$ cat config.mk
export PLATFORM = sky130hd
export DESIGN_NAME = apb_countdown_bank
export DESIGN_NICKNAME = d
export VERILOG_FILES = /design/src/rtl/cdt_pkg.sv /design/src/rtl/cdt_decode.sv /design/src/rtl/cdt_channel.sv /design/src/rtl/apb_countdown_bank.sv
export SDC_FILE = /design/constraint.sdc
export NUM_CORES = 2
export LEC_CHECK = 0
export BUFFER_PORTS_ARGS = -buffer_cell sky130_fd_sc_hd__buf_2
export CELL_PAD_IN_SITES_DETAIL_PLACEMENT = 1
export CELL_PAD_IN_SITES_GLOBAL_PLACEMENT = 2
export CORE_ASPECT_RATIO = 1.4
export CORE_MARGIN = 3
export CORE_UTILIZATION = 35
export CTS_CLUSTER_DIAMETER = 80
export DETAILED_ROUTE_END_ITERATION = 8
export PLACE_DENSITY_LB_ADDON = 0.3
export SLEW_MARGIN = 10
export SYNTH_ARGS = -nofsm -noshare
export SYNTH_HDL_FRONTEND = slang
export SYNTH_HIERARCHICAL = 1
export SYNTH_SLANG_ARGS = --single-unit
$ cat constraint.sdc
create_clock -name clk -period 6.24 [get_ports clk]
set_clock_uncertainty 0.2 [all_clocks]
set_input_delay 0.936 -clock clk [delete_from_list [all_inputs] [get_ports clk]]
set_output_delay 0.936 -clock clk [all_outputs]
set_load 0.005 [all_outputs]
$ cat src/rtl/cdt_pkg.sv
// Package: shared constants and types of the down-counting timer bank.
// Assumes byte addresses; offsets are relative to a channel base or to the
// shared register base.
package cdt_pkg;
    localparam int OFF_RELOAD = 0;
    localparam int OFF_COUNT  = 4;
    localparam int OFF_CTRL   = 8;
    localparam int OFF_ACK    = 12;
    localparam int OFF_GSTAT  = 16;

    localparam int SH_GSTAT   = 0;
    localparam int SH_ACKALL  = 4;
    localparam int SH_RAW     = 8;
    localparam int SH_IDENT   = 12;
    localparam int SH_SPAN    = 16;

    // Control word: bit 0 run, bit 1 periodic, bit 2 mask.
    typedef struct packed {
        logic mask;
        logic periodic;
        logic run;
    } chan_ctrl_t;
endpackage

$ cat src/rtl/cdt_decode.sv
// Module: cdt_decode
// Maps a byte address onto a one-hot channel hit plus an in-channel offset,
// or onto the shared register window. Assumes NUM_CH*STRIDE <= SHARED_BASE.
module cdt_decode #(
    parameter int NUM_CH      = 8,
    parameter int ADDR_W      = 8,
    parameter int STRIDE      = 20,
    parameter int SHARED_BASE = 160
) (
    input  logic [ADDR_W-1:0] addr,
    output logic [NUM_CH-1:0] ch_hit,
    output logic [ADDR_W-1:0] ch_off,
    output logic              sh_hit,
    output logic [ADDR_W-1:0] sh_off
);
    import cdt_pkg::*;

    // Purpose: find which channel window, if any, contains the address.
    always_comb begin
        ch_hit = '0;
        ch_off = '0;
        for (int n = 0; n < NUM_CH; n++) begin
            if (int'(addr) >= n*STRIDE && int'(addr) < (n+1)*STRIDE) begin
                ch_hit[n] = 1'b1;
                ch_off    = addr - ADDR_W'(n*STRIDE);
            end
        end
    end

    // Purpose: flag the shared window and its relative offset.
    always_comb begin
        sh_hit = (int'(addr) >= SHARED_BASE) && (int'(addr) < SHARED_BASE + SH_SPAN);
        sh_off = addr - ADDR_W'(SHARED_BASE);
    end
endmodule

$ cat src/rtl/cdt_channel.sv
// Module: cdt_channel
// One down-counting channel: reload register, live count, control word and
// a pending flag. Assumes at most one bus strobe per cycle and that tick is
// a single-cycle pulse in the clk domain.
module cdt_channel #(
    parameter int CNT_W = 32
) (
    input  logic               clk,
    input  logic               rst_n,
    input  logic               tick,
    input  logic               reload_we,
    input  logic               ctrl_we,
    input  logic [CNT_W-1:0]   wdata,
    input  logic [2:0]         ctrl_wdata,
    input  logic               ack_rd,
    output logic [CNT_W-1:0]   reload_q,
    output logic [CNT_W-1:0]   count_q,
    output cdt_pkg::chan_ctrl_t ctrl_q,
    output logic               pend_q,
    output logic               irq
);
    import cdt_pkg::*;

    logic wrap;
    logic start;

    // Purpose: rollover happens on a tick while enabled and at zero.
    assign wrap  = ctrl_q.run && tick && (count_q == '0);
    // Purpose: a control write that turns a stopped channel on.
    assign start = ctrl_we && ctrl_wdata[0] && !ctrl_q.run;

    // Purpose: reload and control registers, written from the bus.
    always_ff @(posedge clk) begin
        if (!rst_n) begin
            reload_q <= '0;
            ctrl_q   <= '0;
        end else begin
            if (reload_we) reload_q <= wdata;
            if (ctrl_we)   ctrl_q   <= chan_ctrl_t'(ctrl_wdata);
        end
    end

    // Purpose: live count with start load, rollover reload and decrement.
    always_ff @(posedge clk) begin
        if (!rst_n) begin
            count_q <= '0;
        end else if (start) begin
            count_q <= reload_q;
        end else if (wrap) begin
            count_q <= ctrl_q.periodic ? reload_q : '1;
        end else if (ctrl_q.run && tick) begin
            count_q <= count_q - 1'b1;
        end
    end

    // Purpose: pending flag, set by rollover, cleared by acknowledge read.
    always_ff @(posedge clk) begin
        if (!rst_n)      pend_q <= 1'b0;
        else if (wrap)   pend_q <= 1'b1;
        else if (ack_rd) pend_q <= 1'b0;
    end

    // Purpose: gated interrupt line.
    assign irq = pend_q && !ctrl_q.mask;

    a_r3_periodic_reload: assert property (@(posedge clk) disable iff (!rst_n)
        (wrap && ctrl_q.periodic) |=> (count_q == $past(reload_q)));
    a_r4_free_wrap: assert property (@(posedge clk) disable iff (!rst_n)
        (wrap && !ctrl_q.periodic) |=> (count_q == '1));
    a_r5_hold_stopped: assert property (@(posedge clk) disable iff (!rst_n)
        (!ctrl_q.run && !start) |=> $stable(count_q));
    a_r6_start_load: assert property (@(posedge clk) disable iff (!rst_n)
        start |=> (count_q == $past(reload_q)));
    a_r7_pend_set: assert property (@(posedge clk) disable iff (!rst_n)
        wrap |=> pend_q);
    a_r8_ack_clears: assert property (@(posedge clk) disable iff (!rst_n)
        (ack_rd && !wrap) |=> !pend_q);
    a_r9_wrap_wins: assert property (@(posedge clk) disable iff (!rst_n)
        (ack_rd && wrap) |=> pend_q);
    a_r10_mask_blocks: assert property (@(posedge clk) disable iff (!rst_n)
        ctrl_q.mask |-> !irq);
    a_r11_single_step: assert property (@(posedge clk) disable iff (!rst_n)
        (ctrl_q.run && tick && count_q != '0 && !ctrl_we) |=> (count_q == $past(count_q) - 1'b1));
endmodule

$ cat src/rtl/apb_countdown_bank.sv
// Module: apb_countdown_bank
// APB slave holding NUM_CH down-counting channels plus shared status words.
// Assumes an APB master without wait states (no ready output) and that
// NUM_CH <= CNT_W so that status words fit.
module apb_countdown_bank #(
    parameter int          NUM_CH      = 8,
    parameter int          CNT_W       = 32,
    parameter int          ADDR_W      = 8,
    parameter int          STRIDE      = 20,
    parameter int          SHARED_BASE = 160,
    parameter logic [31:0] IDENT_WORD  = 32'h5443_0100
) (
    input  logic              clk,
    input  logic              rst_n,
    input  logic              psel,
    input  logic              penable,
    input  logic              pwrite,
    input  logic [ADDR_W-1:0] paddr,
    input  logic [CNT_W-1:0]  pwdata,
    output logic [CNT_W-1:0]  prdata,
    input  logic              tick,
    output logic [NUM_CH-1:0] irq
);
    import cdt_pkg::*;

    logic [NUM_CH-1:0] ch_hit;
    logic [ADDR_W-1:0] ch_off;
    logic              sh_hit;
    logic [ADDR_W-1:0] sh_off;
    logic              wr_acc;
    logic              rd_acc;
    logic              ack_all;

    logic [CNT_W-1:0]  reload_a [NUM_CH];
    logic [CNT_W-1:0]  count_a  [NUM_CH];
    chan_ctrl_t        ctrl_a   [NUM_CH];
    logic [NUM_CH-1:0] pend_v;
    logic [NUM_CH-1:0] gated_v;
    logic [CNT_W-1:0]  rdata;

    cdt_decode #(
        .NUM_CH(NUM_CH), .ADDR_W(ADDR_W), .STRIDE(STRIDE), .SHARED_BASE(SHARED_BASE)
    ) u_dec (
        .addr(paddr), .ch_hit(ch_hit), .ch_off(ch_off), .sh_hit(sh_hit), .sh_off(sh_off)
    );

    // Purpose: access-phase strobes for writes, reads and the shared clear.
    assign wr_acc  = psel && penable && pwrite;
    assign rd_acc  = psel && penable && !pwrite;
    assign ack_all = rd_acc && sh_hit && (int'(sh_off) == SH_ACKALL);

    for (genvar n = 0; n < NUM_CH; n++) begin : g_ch
        logic sel_reload, sel_ctrl, sel_ack;
        assign sel_reload = wr_acc && ch_hit[n] && (int'(ch_off) == OFF_RELOAD);
        assign sel_ctrl   = wr_acc && ch_hit[n] && (int'(ch_off) == OFF_CTRL);
        assign sel_ack    = (rd_acc && ch_hit[n] && (int'(ch_off) == OFF_ACK)) || ack_all;

        cdt_channel #(.CNT_W(CNT_W)) u_ch (
            .clk(clk), .rst_n(rst_n), .tick(tick),
            .reload_we(sel_reload), .ctrl_we(sel_ctrl),
            .wdata(pwdata), .ctrl_wdata(pwdata[2:0]), .ack_rd(sel_ack),
            .reload_q(reload_a[n]), .count_q(count_a[n]), .ctrl_q(ctrl_a[n]),
            .pend_q(pend_v[n]), .irq(gated_v[n])
        );
    end

    assign irq = gated_v;

    // Purpose: read multiplexer over channel and shared words.
    always_comb begin
        rdata = '0;
        for (int n = 0; n < NUM_CH; n++) begin
            if (ch_hit[n]) begin
                if (int'(ch_off) == OFF_RELOAD) rdata = reload_a[n];
                if (int'(ch_off) == OFF_COUNT)  rdata = count_a[n];
                if (int'(ch_off) == OFF_CTRL)   rdata = CNT_W'(ctrl_a[n]);
                if (int'(ch_off) == OFF_GSTAT)  rdata = CNT_W'(gated_v[n]);
            end
        end
        if (sh_hit) begin
            if (int'(sh_off) == SH_GSTAT) rdata = CNT_W'(gated_v);
            if (int'(sh_off) == SH_RAW)   rdata = CNT_W'(pend_v);
            if (int'(sh_off) == SH_IDENT) rdata = CNT_W'(IDENT_WORD);
        end
    end

    // Purpose: drive read data only while a read is selected.
    assign prdata = (psel && !pwrite) ? rdata : '0;

    a_r7_raw_covers_irq: assert property (@(posedge clk) disable iff (!rst_n)
        (irq & ~pend_v) == '0);
    a_r2_quiet_after_reset: assert property (@(posedge clk)
        !rst_n |=> (irq == '0));
endmodule

Yosys cells after proc, flatten, opt, wreduce, memory -nomap -nowiden

Cells that the tools add are included.

Bits in registers: 544
Input port bits: 46
Output and inout bits: 40
Word-level logic and storage cells: 342

Add/sub/neg operators: 16
Order comparisons: 17
Equal/unequal tests: 7
Multiplexer cells: 109
Reduce and logical (&&, ||, !) cells: 145

Operators with widths:

| kind                    | number |
|---|---|
| $mux W32                | 77 |
| $logic_not A32 Y1       | 8 |
| $sub A32 B1 Y32 const B | 8 |
| $logic_and A1 B1 Y1     | 94 |
| $mux W8                 | 8 |
| $eq A8 B5 Y1 const B    | 4 |
| $ge A8 B7 Y1 const B    | 3 |
| $lt A8 B7 Y1 const B    | 3 |
| $lt A8 B8 Y1 const B    | 3 |
| $mux W1                 | 24 |
| $reduce_bool A3 Y1      | 8 |
| $sub A8 B7 Y8 const B   | 3 |
| $logic_not A1 Y1        | 17 |
| $eq A8 B4 Y1 const B    | 2 |
| $ge A8 B6 Y1 const B    | 2 |
| $ge A8 B8 Y1 const B    | 2 |
| $logic_not A8 Y1        | 2 |
| $lt A8 B6 Y1 const B    | 2 |
| $reduce_bool A2 Y1      | 8 |
| $sub A8 B6 Y8 const B   | 2 |
| $sub A8 B8 Y8 const B   | 2 |
| $eq A8 B6 Y1 const B    | 1 |
| $ge A8 B5 Y1 const B    | 1 |
| $logic_or A1 B1 Y1      | 8 |
| other kinds (2)         | 2 |

Logic depth before layout (Yosys ltp)

Word-level depth: 55
Mapped depth: 23
Depth with buffers taken out: 18

By module

The synthesis kept the hierarchy.

Modules (own cells, without submodules):

| module             | instances | cells an instance | area each (um2) | sequential area each (um2) |
|---|---|---|---|---|
| cdt_channel        | 8         | 392               | 3393.3          | 1361.3 |
| apb_countdown_bank | 1         | 1019              | 5880.6          | 0.0 |
| cdt_decode         | 1         | 167               | 1266.2          | 0.0 |

Worst setup path after synthesis

OpenSTA, ideal clock, no wires.

Path kind: input port to output port
Start point: in paddr[4]
End point: out prdata[14]
Data arrival time: 4.953 ns
Data required time: 5.104 ns
Setup slack: 0.151 ns
Stages on the path: 19
Path buffers: 3
Path through: clkbuf_1 -> inv_1 -> ha_1 -> nor2b_1 -> o31ai_2 -> nand3_1 -> nand2b_1 -> nor4b_1 -> nor2b_1 -> or4b_1 -> buf_6 -> nor2_8 -> buf_4 -> mux2_2 -> a22oi_1 -> o21ai_0 -> a21oi_1 -> o21ai_0 -> and3_1

Longest elaborated chain between the ends: 55
Elaborated cells on any way between the ends: 101
Classes of those cells: 8 x add/sub; 17 x order compare; 5 x eq/ne; 61 x mux; 10 x reduce/logical

Ends and longest elaborated chain:

| item                                           | RTL line                 | RTL |
|---|---|---|
| start, declared                                | apb_countdown_bank.sv:18 | `input logic [ADDR_W-1:0] paddr,` |
| $lt A8 B5 Y1 (tied with other cells)           | cdt_decode.sv:23         | `if (int'(addr) >= n*STRIDE && int'(addr) < (n+1)*STRIDE) begin` |
| $mux W8 or $logic_and A1 B1 Y1 (tied branches) | cdt_decode.sv:23         |  |
| $mux W8 (6 in series)                          | cdt_decode.sv:23         |  |
| $mux W8 *                                      | cdt_decode.sv:23         |  |
| net ch_off[1]                                  | apb_countdown_bank.sv:27 | `logic [ADDR_W-1:0] ch_off;` |
| $logic_not A8 Y1                               | apb_countdown_bank.sv:74 | `if (int'(ch_off) == OFF_RELOAD) rdata = reload_a[n];` |
| $mux W32                                       | apb_countdown_bank.sv:74 |  |
| $mux W32                                       | apb_countdown_bank.sv:75 | `if (int'(ch_off) == OFF_COUNT) rdata = count_a[n];` |
| [... 35 more ...]                              | n/a                      |  |
| $mux W32                                       | apb_countdown_bank.sv:76 | `if (int'(ch_off) == OFF_CTRL) rdata = CNT_W'(ctrl_a[n]);` |
| $mux W32                                       | apb_countdown_bank.sv:77 | `if (int'(ch_off) == OFF_GSTAT) rdata = CNT_W'(gated_v[n]);` |
| $mux W32 *                                     | apb_countdown_bank.sv:73 | `if (ch_hit[n]) begin` |
| $mux W32                                       | apb_countdown_bank.sv:81 | `if (int'(sh_off) == SH_GSTAT) rdata = CNT_W'(gated_v);` |
| $mux W32                                       | apb_countdown_bank.sv:82 | `if (int'(sh_off) == SH_RAW) rdata = CNT_W'(pend_v);` |
| $mux W32                                       | apb_countdown_bank.sv:83 | `if (int'(sh_off) == SH_IDENT) rdata = CNT_W'(IDENT_WORD);` |
| $mux W32 *                                     | apb_countdown_bank.sv:80 | `if (sh_hit) begin` |
| $mux W32 *                                     | apb_countdown_bank.sv:88 | `assign prdata = (psel && !pwrite) ? rdata : '0;` |
| end, declared                                  | apb_countdown_bank.sv:20 | `output logic [CNT_W-1:0] prdata,` |

The timed path passes the listed nets; every way through them passes the cells marked *.

Worst setup path after layout

Start point: in paddr[4]
End point: out prdata[6]

Elaborated cells on any way between the ends: 101
Classes of those cells: 8 x add/sub; 17 x order compare; 5 x eq/ne; 61 x mux; 10 x reduce/logical

RTL lines:

| item                                         | RTL line                 | RTL |
|---|---|---|
| $ge A8 B7 Y1 or $lt A8 B7 Y1 (tied branches) | cdt_decode.sv:23         |  |
| $logic_and A1 B1 Y1 *                        | cdt_decode.sv:23         |  |
| $mux W1 *                                    | cdt_decode.sv:23         |  |
| net ch_hit[4]                                | apb_countdown_bank.sv:26 | `logic [NUM_CH-1:0] ch_hit;` |
| $mux W32 *                                   | apb_countdown_bank.sv:73 |  |
| $mux W32                                     | apb_countdown_bank.sv:74 |  |
| $mux W32                                     | apb_countdown_bank.sv:75 |  |
| $mux W32                                     | apb_countdown_bank.sv:76 |  |
| [... 9 more ...]                             | n/a                      |  |
| $mux W32                                     | apb_countdown_bank.sv:76 |  |
| $mux W32                                     | apb_countdown_bank.sv:77 |  |
| $mux W32 *                                   | apb_countdown_bank.sv:73 |  |
| $mux W32                                     | apb_countdown_bank.sv:81 |  |
| $mux W32                                     | apb_countdown_bank.sv:82 |  |
| $mux W32                                     | apb_countdown_bank.sv:83 |  |
| $mux W32 *                                   | apb_countdown_bank.sv:80 |  |
| $mux W32 *                                   | apb_countdown_bank.sv:88 |  |

Marks and branches as above.

==> summary.txt <==
Static Leak -> 16.2 nW
min-delay src -> g_ch[7].u_ch/reload_q[16]
Iteration-0 DRC Markers -> 3374
yosys warns -> 6
setup violators final -> 26
Netlist cell types -> 96
Async SR Flop Fraction -> 0
CP bufs+invs -> 12
endpoints failing hold -> 0
Post-synth EDFFs -> 0
Placed Area -> 0.0388 mm2
layout cells sized above 1 -> 0.217
crit-path cells -> buf_8 > buf_6 > ha_4 > nor4bb_4 > o2111ai_2 > inv_2 > buf_6 > a221o_2 > a221oi_4 > nor2_4 > buf_6 > nor4b_2 > buf_4 > nand2_8 > buf_12 > buf_12 > buf_4 > buf_4 > o22ai_1 > a21oi_1 > buf_4 > o211ai_1 > a31oi_2 > buf_2
clk sinks -> 544
Reg clk slew, reported paths -> 50 ps
chip height -> 376 um
CP Capture Type -> output port
max-cap viol count -> 0
share of the synthesized area in the top cell type -> 0.318
crit path launch -> paddr[4]
Synth Instances -> 4322
worst slew pin tran -> 1100 ps
largest area contributor in the netlist -> dfxtp_1
Worst-Skew Late Latency -> 680 ps
post-synthesis compound-gate area fraction -> 0.244
final total power -> 0.00912 W
PD cells -> 213 mW/mm2
Die ar. -> 0.102 mm2
Post-Syn Area -> 0.0343 mm2
Final Cell Area -> 0.0429 mm2
multi-input combinational cell area -> 0.0228 mm2
Final Cycle Share -> 1.02
initial antenna violation count -> 12
RSZ-0062 raised after global routing -> true
GR Overflow Total -> 0
Tmin final -> 6390 ps
Final Util -> 0.442
Worst EP arrival -> 5250 ps
#FFs+latches synth -> 544
Critical Path RT -> 5100 ps
status -> finished, violations left
violations in the final reports -> negative setup slack
TritonCTS clock tree -> yes
CP Launch Type -> primary input
synth top area cells -> dfxtp_1 32%, mux2i_1 8.3%, nor2_1 5.6%, a21oi_1 4.0%, nor4_1 3.9%
final antenna-violating net count -> 0
main combinational cell family by area after synthesis -> simple AND/OR/NAND/NOR gates
Post-Synth Simple-Gate Area -> 0.249
Hold-fix buffers, CTS -> 0
Slew Limit Fails -> 0
CP peak stage delay -> 420 ps
commonest non-fill, non-tap cell in the layout -> dfxtp_1
Avg Inst Size Synth -> 7.93 um2
mux cell area share after synthesis -> 0.0964
Main synth FF type -> dfxtp_1
drt wl/cell -> 31.8 um
CTS Buf Count -> 61
root buffer selected by CTS -> clkbuf_16
final worst slack -> -150 ps
post-synthesis sequential area ratio -> 0.318
Vias/cell -> 6.42
NumNets Final -> 4723
setup_tns -> -1660 ps
Max transition margin -> 0.263
gr usage total -> 0.356
cell with the most instances on the worst path -> buf_4
critical path class -> in -> out
dpl hpwl -> 135000 um
FMAX -> 157 MHz
Worst Path Max Fanout -> 7
RR Startpoint -> g_ch[3].u_ch/count_q[0]
first-pass GRT wire length -> 271000 um
Syn Nets -> 4395
deepest clock path buffer count -> 3
slowest stage cell, crit path -> o211ai_1
Synth Area in Adders -> 0.00985
most frequent cells in the layout -> 544 x dfxtp_1, 506 x nor2_1, 448 x buf_4
std cell rows -> 135
drt first pass iters -> 5
H-tree levels -> 2
Layout area overhead -> 25.0%
sequential cell area -> 0.0109 mm2
vias in the first global route -> 38278
maximum vdd drop -> 0.220 mV
DRT Wirelength -> 191000 um
Die Wd -> 271 um
Post-route DRC -> 0
Ports -> 86
xor/xnor share of the synthesized area -> 0.0273
routability cong. -> 0.989
routed via count -> 38572
Fillers -> 11629
core box area -> 0.0970 mm2
Initial Util -> 0.354
Hold Path Class -> reg -> reg
largest net degree at the start of global routing -> 71
crit-path leading delay family -> compound AO/OA/AOI/OAI gates
Port Buf Inserts -> 85
## logic make-up (layout without fill, tap and decap cells)
| group | count (synthesis) | in the layout |
|---|---|---|
| buf+inv | 413 | 789 |
| mux | 325 | 325 |
| xor+xnor | 107 | 107 |
| compound gates | 1258 | 1258 |
| other cells | 0 | 5 |
| simple gates | 1648 | 1650 |
| fa+ha+maj | 27 | 27 |
| flops | 544 | 544 |
## layer usage
layer / vias to the layer above / track usage / part of all wire
li1: 17066 / - / -
met1: 19463 / 0.419 / 0.39
met2: 1512 / 0.589 / 0.46
met3: 525 / 0.0487 / 0.059
met4: 6 / 0.272 / 0.091
met5: - / 0 / 0.00021
## sequential cells by signal (all words and copies together), names as in the netlist
name	flops
g_ch.u_ch/reload_q	256
g_ch.u_ch/pend_q	8
g_ch.u_ch/count_q	256
g_ch.u_ch/ctrl_q	24
## repair_timing
item	CTS	global route
endpoints found under the hold margin	0	0
setup endpoints to repair	32	32
buffers inserted	18	26
cloned	3	6
pin swaps	59	86
gates resized for setup	203	136
## Yosys cell counts (16+ instances only)
library cell,instances
or4_4,24
o221ai_1,26
o211ai_1,22
a41o_1,17
a311oi_1,25
o21a_1,34
a211oi_1,133
o22a_1,24
o221a_1,16
o22ai_1,161
nor3_1,193
ha_1,27
mux2_2,41
o31ai_1,25
a221oi_1,38
xor2_1,19
or3_1,60
nor4_1,214
buf_6,35
and4_1,16
dfxtp_1,544
o21ai_0,263
and2_1,22
buf_2,38
a2111oi_0,21
nand2b_1,26
a31oi_1,37
clkbuf_1,226
o2111a_1,24
buf_1,34
nand3_1,87
mux2i_1,284
and3_1,19
a21oi_1,273
nor3b_1,17
nor2b_1,27
nand4_1,33
nand2_1,274
or4_1,58
inv_1,58
nor2_1,514
xnor2_1,88
a22oi_1,24
## area by class of cell
| type | instances | area share |
|---|---|---|
| multi-input cells | 3367 | 0.533 |
| well taps | 1301 | 0.0380 |
| flip-flops and latches | 544 | 0.254 |
| inverters | 69 | 0.00610 |
| repair buffers | 607 | 0.118 |
| clock inverters | 26 | 0.00882 |
| diodes | 5 | 0.000292 |
| clock buffers | 87 | 0.0414 |
## where the power goes
part	total, W	switching [W]	internal [W]
Clock	0.00400	0.00165	0.00234
Sequential	0.00348	0.00000392	0.00347
Combinational	0.00164	0.00103	0.000610
Total	0.00912	0.00269	0.00643
## path summary, 6_finish.rpt
path	slack, ps	to	cells after the start
setup / recovery	-150	prdata[6]	24
hold / removal	270	g_ch[7].u_ch/count_q[16]	2
setup reg to reg	2910	g_ch[3].u_ch/count_q[27]	7
hold reg to reg	270	g_ch[7].u_ch/count_q[16]	2
## metrics by stage
step / hold slack (ps) / instances / worst slack (ps)
after floorplan: 246 / 4322 / 151
after global placement: 263 / 5842 / -934
after detailed placement: 267 / 5842 / -867
after CTS: 275 / 5976 / -125
after global routing: 299 / 6001 / -255
final: 273 / 6006 / -150
## worst min-delay path, cell delays in order, from the launching register on
cell and delay (ps):
dfxtp_1 320, inv_1 50, a211oi_1 50
Power figures use the tool's default switching activity.
